[src/rtl/pll_search_pkg.sv]
package pll_search_pkg;

    localparam int unsigned FREQ_W = 32;

    // tolerance band expressed as parts per thousand
    localparam int unsigned TOL_LO_PPT = 995;
    localparam int unsigned TOL_HI_PPT = 1005;
    localparam int unsigned TOL_SCALE  = 1000;

    typedef enum logic [3:0] {
        ST_IDLE,
        ST_PICK_R,
        ST_LOAD_M,
        ST_DIV_M,
        ST_EVAL_M,
        ST_LOAD_F,
        ST_DIV_F,
        ST_SCORE,
        ST_NEXT_N,
        ST_FINAL
    } srch_state_t;

endpackage

[src/rtl/pll_restoring_div.sv]
module pll_restoring_div #(
    parameter int unsigned W = 48
) (
    input  logic         clk,
    input  logic         rst_n,
    input  logic         ld,
    input  logic [W-1:0] dividend,
    input  logic [W-1:0] divisor,
    output logic [W-1:0] quot,
    output logic         fin
);
    localparam int unsigned CW = $clog2(W + 1);

    logic [W-1:0]  rem_q;
    logic [W-1:0]  quo_q;
    logic [W-1:0]  dsr_q;
    logic [CW-1:0] cnt_q;
    logic          run_q;
    logic [W:0]    trial;
    logic [W:0]    diff;
    logic          take;

    always_comb begin
        trial = {rem_q, quo_q[W-1]};
        diff  = trial - {1'b0, dsr_q};
        take  = (trial >= {1'b0, dsr_q});
    end

    always_ff @(posedge clk) begin
        if (!rst_n) begin
            rem_q <= '0;
            quo_q <= '0;
            dsr_q <= '0;
            cnt_q <= '0;
            run_q <= 1'b0;
            fin   <= 1'b0;
        end else begin
            fin <= 1'b0;
            if (ld) begin
                rem_q <= '0;
                quo_q <= dividend;
                dsr_q <= divisor;
                cnt_q <= CW'(W);
                run_q <= 1'b1;
            end else if (run_q) begin
                rem_q <= take ? diff[W-1:0] : trial[W-1:0];
                quo_q <= {quo_q[W-2:0], take};
                cnt_q <= cnt_q - CW'(1);
                if (cnt_q == CW'(1)) begin
                    run_q <= 1'b0;
                    fin   <= 1'b1;
                end
            end
        end
    end

    assign quot = quo_q;

endmodule

[src/rtl/pll_vco_band.sv]
module pll_vco_band
    import pll_search_pkg::*;
#(
    parameter int unsigned R_W = 2
) (
    input  logic [FREQ_W-1:0] tgt,
    input  logic [FREQ_W-1:0] vmin,
    input  logic [R_W-1:0]    rlim,
    output logic [R_W-1:0]    r_sel,
    output logic              hit
);
    localparam int unsigned R_CNT = 1 << R_W;
    localparam int unsigned SW    = FREQ_W + R_CNT;

    logic [SW-1:0] lo_edge;
    logic [SW-1:0] hi_edge;

    always_comb begin
        lo_edge = SW'(vmin);
        hi_edge = SW'(vmin) << 1;
        hit     = 1'b0;
        r_sel   = '0;
        // later (larger) R overrides an earlier match
        for (int i = 0; i < int'(R_CNT); i++) begin
            if ((i <= int'(rlim)) &&
                ((SW'(tgt) << i) > lo_edge) &&
                ((SW'(tgt) << i) <= hi_edge)) begin
                hit   = 1'b1;
                r_sel = R_W'(i);
            end
        end
    end

endmodule

[src/rtl/pll_param_search.sv]
module pll_param_search
    import pll_search_pkg::*;
#(
    parameter logic [31:0] FREF_HZ = 32'd14318180,
    parameter int unsigned R_W     = 2,
    parameter int unsigned N_W     = 5,
    parameter int unsigned M_W     = 7,
    parameter int unsigned DIV_W   = 48
) (
    input  logic              clk,
    input  logic              rst_n,
    input  logic              start,
    input  logic [31:0]       target_hz,
    input  logic [31:0]       vco_min_hz,
    input  logic [R_W-1:0]    r_limit,
    input  logic [N_W-1:0]    n_limit,
    input  logic [M_W-1:0]    m_limit,
    output logic              busy,
    output logic              done,
    output logic [M_W-1:0]    m_val,
    output logic [N_W-1:0]    n_val,
    output logic [R_W-1:0]    r_val,
    output logic [31:0]       err_hz,
    output logic              bad
);
    localparam logic [DIV_W-1:0] FREF_W = DIV_W'(FREF_HZ);
    localparam int unsigned      EW     = FREQ_W + 1;

    srch_state_t state_q, state_d;

    logic [FREQ_W-1:0] tgt_q, vmin_q, best_f_q;
    logic [R_W-1:0]    rlim_q, r_q;
    logic [N_W-1:0]    nlim_q, n_q, best_n_q;
    logic [M_W-1:0]    mlim_q, mc_q, best_m_q;
    logic [EW-1:0]     best_err_q;
    logic              found_q, rok_q;

    logic [R_W-1:0]    r_pick;
    logic              r_hit;
    logic              div_ld, div_fin;
    logic [DIV_W-1:0]  div_num, div_den, div_q;
    logic [DIV_W-1:0]  n_plus2, den_f;
    logic              m_fit;
    logic [EW-1:0]     f_cand, cand_err;
    logic [DIV_W-1:0]  tgt_w, bf_w;
    logic              tol_ok;

    pll_vco_band #(.R_W(R_W)) u_band (
        .tgt   (tgt_q),
        .vmin  (vmin_q),
        .rlim  (rlim_q),
        .r_sel (r_pick),
        .hit   (r_hit)
    );

    pll_restoring_div #(.W(DIV_W)) u_div (
        .clk      (clk),
        .rst_n    (rst_n),
        .ld       (div_ld),
        .dividend (div_num),
        .divisor  (div_den),
        .quot     (div_q),
        .fin      (div_fin)
    );

    // arithmetic feeding the divider and the scorer
    always_comb begin
        n_plus2 = DIV_W'(n_q) + DIV_W'(2);
        den_f   = n_plus2 << r_q;
        div_ld  = (state_q == ST_LOAD_M) || (state_q == ST_LOAD_F);
        if (state_q == ST_LOAD_F) begin
            div_num = (((DIV_W'(mc_q) + DIV_W'(2)) * FREF_W) << 1) + den_f;
            div_den = den_f << 1;
        end else begin
            div_num = (((DIV_W'(tgt_q) * n_plus2) << r_q) << 1) + FREF_W;
            div_den = FREF_W << 1;
        end
        m_fit    = (div_q >= DIV_W'(2)) && ((div_q - DIV_W'(2)) <= DIV_W'(mlim_q));
        f_cand   = EW'(div_q[FREQ_W-1:0]);
        cand_err = (EW'(tgt_q) >= f_cand) ? (EW'(tgt_q) - f_cand) : (f_cand - EW'(tgt_q));
        tgt_w    = DIV_W'(tgt_q);
        bf_w     = DIV_W'(best_f_q);
        tol_ok   = ((tgt_w * DIV_W'(TOL_LO_PPT)) < (bf_w * DIV_W'(TOL_SCALE))) &&
                   (((bf_w + DIV_W'(1)) * DIV_W'(TOL_SCALE)) <= (tgt_w * DIV_W'(TOL_HI_PPT)));
    end

    // next-state logic
    always_comb begin
        state_d = state_q;
        unique case (state_q)
            ST_IDLE:   if (start) state_d = ST_PICK_R;
            ST_PICK_R: state_d = (!r_hit || nlim_q == '0) ? ST_FINAL : ST_LOAD_M;
            ST_LOAD_M: state_d = ST_DIV_M;
            ST_DIV_M:  if (div_fin) state_d = ST_EVAL_M;
            ST_EVAL_M: state_d = m_fit ? ST_LOAD_F : ST_NEXT_N;
            ST_LOAD_F: state_d = ST_DIV_F;
            ST_DIV_F:  if (div_fin) state_d = ST_SCORE;
            ST_SCORE:  state_d = ST_NEXT_N;
            ST_NEXT_N: state_d = (n_q == nlim_q) ? ST_FINAL : ST_LOAD_M;
            ST_FINAL:  state_d = ST_IDLE;
            default:   state_d = ST_IDLE;
        endcase
    end

    // state register
    always_ff @(posedge clk) begin
        if (!rst_n) state_q <= ST_IDLE;
        else        state_q <= state_d;
    end

    // search datapath
    always_ff @(posedge clk) begin
        if (!rst_n) begin
            tgt_q <= '0; vmin_q <= '0; rlim_q <= '0; nlim_q <= '0; mlim_q <= '0;
            r_q <= '0; n_q <= '0; mc_q <= '0; rok_q <= 1'b0; found_q <= 1'b0;
            best_m_q <= '0; best_n_q <= '0; best_f_q <= '0; best_err_q <= '0;
        end else begin
            unique case (state_q)
                ST_IDLE: if (start) begin
                    tgt_q      <= target_hz;
                    vmin_q     <= vco_min_hz;
                    rlim_q     <= r_limit;
                    nlim_q     <= n_limit;
                    mlim_q     <= m_limit;
                    n_q        <= N_W'(1);
                    found_q    <= 1'b0;
                    best_err_q <= EW'(target_hz) + EW'(1);
                end
                ST_PICK_R: begin
                    r_q   <= r_pick;
                    rok_q <= r_hit;
                end
                ST_EVAL_M: if (m_fit) mc_q <= M_W'(div_q - DIV_W'(2));
                ST_SCORE: if (cand_err <= best_err_q) begin
                    best_m_q   <= mc_q;
                    best_n_q   <= n_q;
                    best_f_q   <= f_cand[FREQ_W-1:0];
                    best_err_q <= cand_err;
                    found_q    <= 1'b1;
                end
                ST_NEXT_N: if (n_q != nlim_q) n_q <= n_q + N_W'(1);
                default: ;
            endcase
        end
    end

    // result outputs
    always_ff @(posedge clk) begin
        if (!rst_n) begin
            done <= 1'b0; bad <= 1'b0;
            m_val <= '0; n_val <= '0; r_val <= '0; err_hz <= '0;
        end else begin
            done <= (state_q == ST_FINAL);
            if (state_q == ST_FINAL) begin
                if (!rok_q) begin
                    m_val <= '0; n_val <= '0; r_val <= '0; err_hz <= '0; bad <= 1'b1;
                end else if (!found_q) begin
                    m_val <= '0; n_val <= '0; r_val <= r_q; err_hz <= '0; bad <= 1'b1;
                end else begin
                    m_val  <= best_m_q;
                    n_val  <= best_n_q;
                    r_val  <= r_q;
                    err_hz <= best_err_q[FREQ_W-1:0];
                    bad    <= !tol_ok;
                end
            end
        end
    end

    assign busy = (state_q != ST_IDLE);

endmodule

[config.mk]
export PLATFORM = sky130hd
export DESIGN_NAME = pll_param_search
export DESIGN_NICKNAME = d
export VERILOG_FILES = /design/src/rtl/pll_search_pkg.sv /design/src/rtl/pll_restoring_div.sv /design/src/rtl/pll_vco_band.sv /design/src/rtl/pll_param_search.sv
export SDC_FILE = /design/constraint.sdc
export NUM_CORES = 2
export LEC_CHECK = 0
export CORE_MARGIN = 2
export CORE_UTILIZATION = 40
export CTS_CLUSTER_DIAMETER = 50
export DETAILED_ROUTE_END_ITERATION = 8
export DONT_BUFFER_PORTS = 1
export PLACE_DENSITY_LB_ADDON = 0.1
export SETUP_SLACK_MARGIN = 0.2
export SLEW_MARGIN = 20
export SYNTH_ARGS = -nofsm -noshare
export SYNTH_HDL_FRONTEND = slang
export SYNTH_SLANG_ARGS = --single-unit
[constraint.sdc]
create_clock -name clk -period 21 [get_ports clk]
set_clock_uncertainty 0.05 [all_clocks]
set_input_delay 4.2 -clock clk [delete_from_list [all_inputs] [get_ports clk]]
set_output_delay 4.2 -clock clk [all_outputs]
set_load 0.02 [all_outputs]
## Word-level counts from Yosys, hierarchy flattened

Index checks and enable logic that the tools add are counted.

| cells by class | value |
|---|---|
| bitwise operators | 2 |
| add/sub/neg operators | 12 |
| reduce and logical (&&, ||, !) cells | 27 |
| muxes and demuxes | 44 |
| divide/modulo/power cells | 0 |
| $lt $le $gt $ge | 18 |
| $mul | 6 |
| equality and inequality tests | 17 |
| shifts and indexed selects | 2 |

Operators with widths:

| operator | count |
|---|---|
| 48-bit 2-to-1 mux | 5 |
| 33-bit 2-to-1 mux | 3 |
| 32-bit by 10-bit multiplier with 42-bit output, second input constant | 2 |
| 32-bit by 1-bit adder with 33-bit output, second input constant | 2 |
| 33-bit <= comparator | 2 |
| 33-bit case mux with 2 select lines | 1 |
| 32-bit by 32-bit subtractor with 33-bit output | 2 |
| 32-bit 2-to-1 mux | 2 |
| 49-bit by 48-bit >= comparator with 1-bit output | 1 |
| 33-bit by 48-bit adder with 48-bit output | 1 |
| 48-bit by 24-bit adder with 48-bit output, second input constant | 1 |
| 48-bit by 2-bit >= comparator with 1-bit output, second input constant | 1 |
| 48-bit by 7-bit <= comparator with 1-bit output | 1 |
| 6-bit by 2-bit << shifter with 48-bit output | 1 |
| 48-bit by 2-bit subtractor with 48-bit output, second input constant | 1 |
| 48-bit subtractor | 1 |
| 38-bit by 2-bit << shifter with 47-bit output | 1 |
| 43-bit by 42-bit <= comparator with 1-bit output | 1 |
| 42-bit less-than comparator | 1 |
| 33-bit by 7-bit multiplier with 40-bit output, second input constant | 1 |
| 32-bit by 7-bit multiplier with 39-bit output, second input constant | 1 |
| 32-bit by 6-bit multiplier with 38-bit output | 1 |
| 4-bit case mux with 9 select lines | 1 |
| 35-bit by 32-bit > comparator with 1-bit output | 1 |
| 43 further kinds | 93 |

| storage, ports and cells | value |
|---|---|
| word-level logic and storage cells | 156 |
| memories | 0 |
| ROM bits | 0 |
| register bits | 375 |
| bits in writable memories | 0 |
| bits in latches | 0 |
| output and inout bits | 49 |

## Longest topological paths before layout

| depth | value |
|---|---|
| depth in word-level cells | 10 |
| gate-level depth with buffers | 35 |
| mapped depth without buffers | 35 |

## Hierarchy

A second synthesis with hierarchy kept.

| unflattened totals | value |
|---|---|
| cells, all modules | 7579 |
| area total of the unflattened synthesis | 62681.4 µm² |

Modules (own cells, without submodules):

| module | seq. area each (µm²) | cells an instance | area each (µm²) | times used |
|---|---|---|---|---|
| pll_param_search | 4464.3 | 5894 | 49306.0 | 1 |
| pll_restoring_div | 3042.9 | 1249 | 9857.0 | 1 |
| pll_vco_band | 0.0 | 436 | 3518.4 | 1 |

## Least setup slack after synthesis

No wires, ideal clock.

| path | value |
|---|---|
| path kind | register -> register |
| from | register tgt_q[10] |
| to | register bad |
| required time | 20.820 ns |
| arrival | 7.628 ns |
| cell stages (with the launch flop) | 32 |
| setup slack | 13.192 ns |
| library setup time | 0.130 ns |
| cell sequence | dfxtp_1 > clkbuf_1 > inv_1 > fa_1 > fa_1 > inv_1 > fa_1 > inv_1 > fa_1 > inv_1 > fa_1 > ha_1 > a21o_1 > a21o_1 > a21oi_1 > and4_1 > a211oi_1 > a31o_2 > o21a_1 > a41o_1 > or3_1 > a31oi_1 > o21a_1 > xor2_1 > ha_1 > and4_1 > nand4_1 > nor4_1 > a21bo_2 > o21ai_0 > a2111oi_0 > a21oi_1 |

| between the ends | value |
|---|---|
| cells in the longest elaborated chain, start to end | 6 |
| elaborated cells on any way between the ends | 8 |

Ends and longest elaborated chain:

| element | RTL line | RTL |
|---|---|---|
| from (decl) | pll_param_search.sv:31 | `logic [FREQ_W-1:0] tgt_q, vmin_q, best_f_q;` |
| from (signal assigned) | pll_param_search.sv:120 | `tgt_q <= target_hz;` |
| 32-bit by 10-bit multiplier with 42-bit output, on equally long branches | pll_param_search.sv:84, pll_param_search.sv:83 |  |
| 43-bit by 42-bit <= comparator with 1-bit output / 42-bit less-than comparator (equally long branches) | pll_param_search.sv:84, pll_param_search.sv:83 |  |
| 1-bit logical AND * | pll_param_search.sv:83 | `tol_ok = ((tgt_w * DIV_W'(TOL_LO_PPT)) < (bf_w * DIV_W'(TOL_SCALE))) &&` |
| 1-bit logical NOT * | pll_param_search.sv:164 | `bad <= !tol_ok;` |
| 1-bit 2-to-1 mux * | pll_param_search.sv:157 | `end else if (!found_q) begin` |
| 1-bit 2-to-1 mux * | pll_param_search.sv:155 | `if (!rok_q) begin` |
| to (signal assigned) | pll_param_search.sv:164 |  |
| to (decl) | pll_param_search.sv:24 | `output logic bad` |

Every way passes the cells marked *; elsewhere a longest branch is shown, timed or not.
A chain may end at the register's enable or synchronous reset.

## Worst setup path in the final report

| path | value |
|---|---|
| from | register best_f_q[0] |
| to | register bad |

| between the ends | value |
|---|---|
| cells in the longest elaborated chain, start to end | 7 |
| elaborated cells on any way between the ends | 9 |

Ends and longest elaborated chain:

| element | RTL line | RTL |
|---|---|---|
| from (decl) | pll_param_search.sv:31 |  |
| from (signal assigned) | pll_param_search.sv:137 | `best_f_q <= f_cand[FREQ_W-1:0];` |
| 32-bit by 1-bit adder with 33-bit output | pll_param_search.sv:84 | `(((bf_w + DIV_W'(1)) * DIV_W'(TOL_SCALE)) <= (tgt_w * DIV_W'(TOL_HI_PPT)));` |
| 33-bit by 7-bit multiplier with 40-bit output | pll_param_search.sv:84 |  |
| 43-bit by 42-bit <= comparator with 1-bit output | pll_param_search.sv:84 |  |
| 1-bit logical AND * | pll_param_search.sv:83 |  |
| 1-bit logical NOT * | pll_param_search.sv:164 |  |
| 1-bit 2-to-1 mux * | pll_param_search.sv:157 |  |
| 1-bit 2-to-1 mux * | pll_param_search.sv:155 |  |

Marked as above.

==> flow_summary.toml <==
[synthesis]
synth-compound-area-share_pct = 17.70
synthSimpleGateAreaFrac_pct = 14.71
synthDistinctLibCells = 103
synth_edf_count = 0
synth-seq-cells = 337
postSynthNetCount = 8496
yosys.area_share.xor_xnor_pct = 6.638
synth.area.mux_share_pct = 2.173
synthAdderAreaFrac_pct = 39.71
yosys_warnings = 0
synth.yosys.seq_area_share_pct = 11.55
syn-mean-instance-area_sq_um = 8.406
largest_family_of_logic_cells_by_synthesized_area = "adder cells"
synth_top_flop_cell = "dfxtp_1"
syn-instance-count = 6952
async_set_or_reset_register_ratio_after_synthesis_pct = 0
synth.cell_area_sq_um = 58440

[floorplan]
top_level_ports = 130
die_area_sq_um = 149200
chipWidth_um = 386.2
floorplan.core_area_sq_um = 145400
floorplan.initialDensity_pct = 40.19
die_height_um = 386.2
fp-row-count = 140

[placed_design]
place_congestion = 0.9551
hpwlAfterDp_mm = 164.3
numPortBuffers = 0
placed_cell_area_sq_um = 60470

[sta]
achievable_clock_frequency_mhz = 108.1
maxSlewHeadroom_pct = 28.94
finalSetupTns_ns = 0
final_min_period_over_clock_period_pct = 44.05
rsz0062_at_grt = "false"
finalWorstPathRequiredPeriod_ns = 9.250
slew_viol_final = 0
timing_worst_slew_pin_value_ns = 1.066
final-hold-violation-count = 0
setup_viol = 0

[layout]
final_design_area_no_fill_sq_um = 62500
nets = 8368
layout-area-overhead-vs-synth_pct = 6.948
post_route_cells_drive_above_1_share_pct = 4.278

[pwr]
leakage_nw = 29.83
power_per_cell_area_nw_per_um2 = 168.3
worst_ir_drop_vdd_mv = 0.1378
report.power.total_mw = 10.52

[drt]
first_iter_violations = 3180
vias_per_cell = 5.560
wl_per_cell_um = 22.75
vias_post_dr = 48900
postRouteWirelength_mm = 200.1
detail-route-antenna-nets = 0
drcViolationCount = 0
drtPass1Iterations = 5

[setup_path]
worst_path_largest_cell_delay_ns = 0.81
startpoint_type = "flop"
crit_arrival_ns = 9.75
timing.critical_path.required_ns = 21.50
launch_point_of_the_worst_reg_to_reg_path = "best_f_q[0]"
critical_path_class = "flop to flop"
critPathMaxFanout = 11
worst_path_slowest_cell = "xnor2_1"
crit_path_start = "best_f_q[0]"
timing.critical_path.mode_cell = "fa_1"
worstSetupEndpointType = "flop"

[clock_network]
clockRootBuffer = "clkbuf_16"
htreeDepth = 2
clkSinkCount = 337
tritoncts = "built"
post_cts_hold_buffer_count = 0
worst_path_clk_slew_ns = 0.06
clk-insertion-delay-late_ns = 0.69
cts_buffers = 57
postCtsSetupRepairBufs = 0
postCtsResizedCells = 0
clk_path_buf_depth = 3

[flow_run]
maxCapViolCount = 0

[global_route]
grt_pass1_wl_mm = 306.4
antenna_found_initial = 14
first_global_vias = 50360
grt_usage_pct = 26.88
grt_remaining_overflow = 0
grt_start_max_net_pins = 89

[status]
outcome = "completed"

[hold_path]
hold_path_class = "flop to flop"
min_from = "best_n_q[4]"
[cell families (layout without fill, tap and decap cells)]
logic type | after synthesis | count (layout)
AO/OA/AOI/OAI | 1617 | 1617
XOR/XNOR | 442 | 442
adder cells (fa/ha/maj) | 1473 | 1473
buffers and inverters | 1163 | 1083
flip-flops | 337 | 337
multiplexers | 117 | 117
other | 0 | 6
AND/OR/NAND/NOR | 1803 | 1803
[state kept, by name, indices dropped and copies added (netlist names), 10 cells and up]
name	cells
err_hz	32
u_div.rem_q	48
tgt_q	32
best_err_q	33
best_f_q	32
u_div.quot	48
vmin_q	32
u_div.dsr_q	10
[report_power, final]
part | total (mW) | internal (mW) | switching [mW]
Combinational | 8.64 | 3.38 | 5.26
Clock | 0.990 | 0.585 | 0.405
Sequential | 0.889 | 0.730 | 0.158
Total | 10.5 | 4.70 | 5.82
[per-layer routing]
metal  wire length (um)  track usage, %  up-vias
met3               9826           3.219      267
met2              96210           46.26     1015
met4               8179           10.01        6
met5                 41               0        -
met1              85870           34.42    24050
li1                   -               -    23560
[per-stage QoR]
stage	instances	hold WS, ns	util, %	setup slack, ns
3_3_place_gp	8682	0.3958	41.59	11.76
4_1_cts	8789	0.3727	42.97	11.69
6_report	8795	0.3769	42.99	11.75
2_1_floorplan	6952	0.3863	-	13.19
3_5_place_dp	8682	0.3987	41.59	11.69
5_1_grt	8789	0.4060	42.98	11.03
[Yosys cell counts (14+ instances only)]
library cell,n,share of area (%)
or3_1,32,0.34
nor4_1,29,0.31
buf_2,15,0.13
inv_1,903,5.8
o22ai_1,20,0.21
a221oi_1,21,0.31
fa_1,639,22
a211o_1,16,0.24
a21oi_1,564,4.8
and4_1,20,0.30
o21bai_1,35,0.45
ha_1,824,18
and2_1,42,0.45
dfxtp_1,337,12
nor2b_1,72,0.77
nor3b_1,15,0.19
nor3_1,110,0.94
clkbuf_1,217,1.4
nand4_1,104,1.1
a21o_1,221,2.8
a22o_1,50,0.75
nand2_1,639,4.1
a211oi_1,62,0.80
nand3_1,127,1.1
a2111oi_0,14,0.21
xor2_1,160,2.4
and3_1,49,0.52
o21a_1,57,0.73
mux2i_1,95,1.6
mux2_2,15,0.29
xnor2_1,281,4.2
buf_1,23,0.15
nand2b_1,57,0.61
or2_2,35,0.37
a31oi_1,46,0.49
o21ai_0,271,2.3
nor2_1,414,2.7
o211ai_1,47,0.60
o31ai_1,48,0.62
[final cells by class]
type                       instances  area (sq um)
antenna                            6         15.01
clock buffer                      65          1518
clock inverter                    42         483.0
fill                           14740         82890
inverter                         906          3408
multi-input combinational       5452         47390
sequential                       337          6754
tap                             1917          2399
timing repair buffer              70         525.5
[final timing paths]
path	to	slack [ns]	cells after the start
setup / recovery	bad	11.75	30
hold / removal	n_val[4]	0.38	1
setup reg to reg	bad	11.75	30
hold reg to reg	n_val[4]	0.38	1
[layout by cell type, fill, tap and decap left out, drive strengths merged, types with 57 or more instances in the layout]
master and instances:
nor3 112, o21a 57, fa 639, o21ai 277, inv 922, nand2b 57, dfxtp 337, mux2i 95
xnor2 282, a21o 221, nand2 639, clkbuf 65, nor2b 72, nand3 128, ha 824, a211oi 65
nand4 104, a21oi 565, nor2 414, xor2 160, buf 70
[critical path: cells and delay by family, from the launching register on]
| family | cells | cell delay, ns |
|---|---|---|
| compound gates | 11 | 2.66 |
| xor+xnor | 2 | 0.98 |
| fa+ha+maj | 7 | 3.17 |
| buf+inv | 2 | 0.11 |
| flops | 1 | 0.61 |
| simple gates | 8 | 1.54 |
Power figures use the tool's default switching activity.
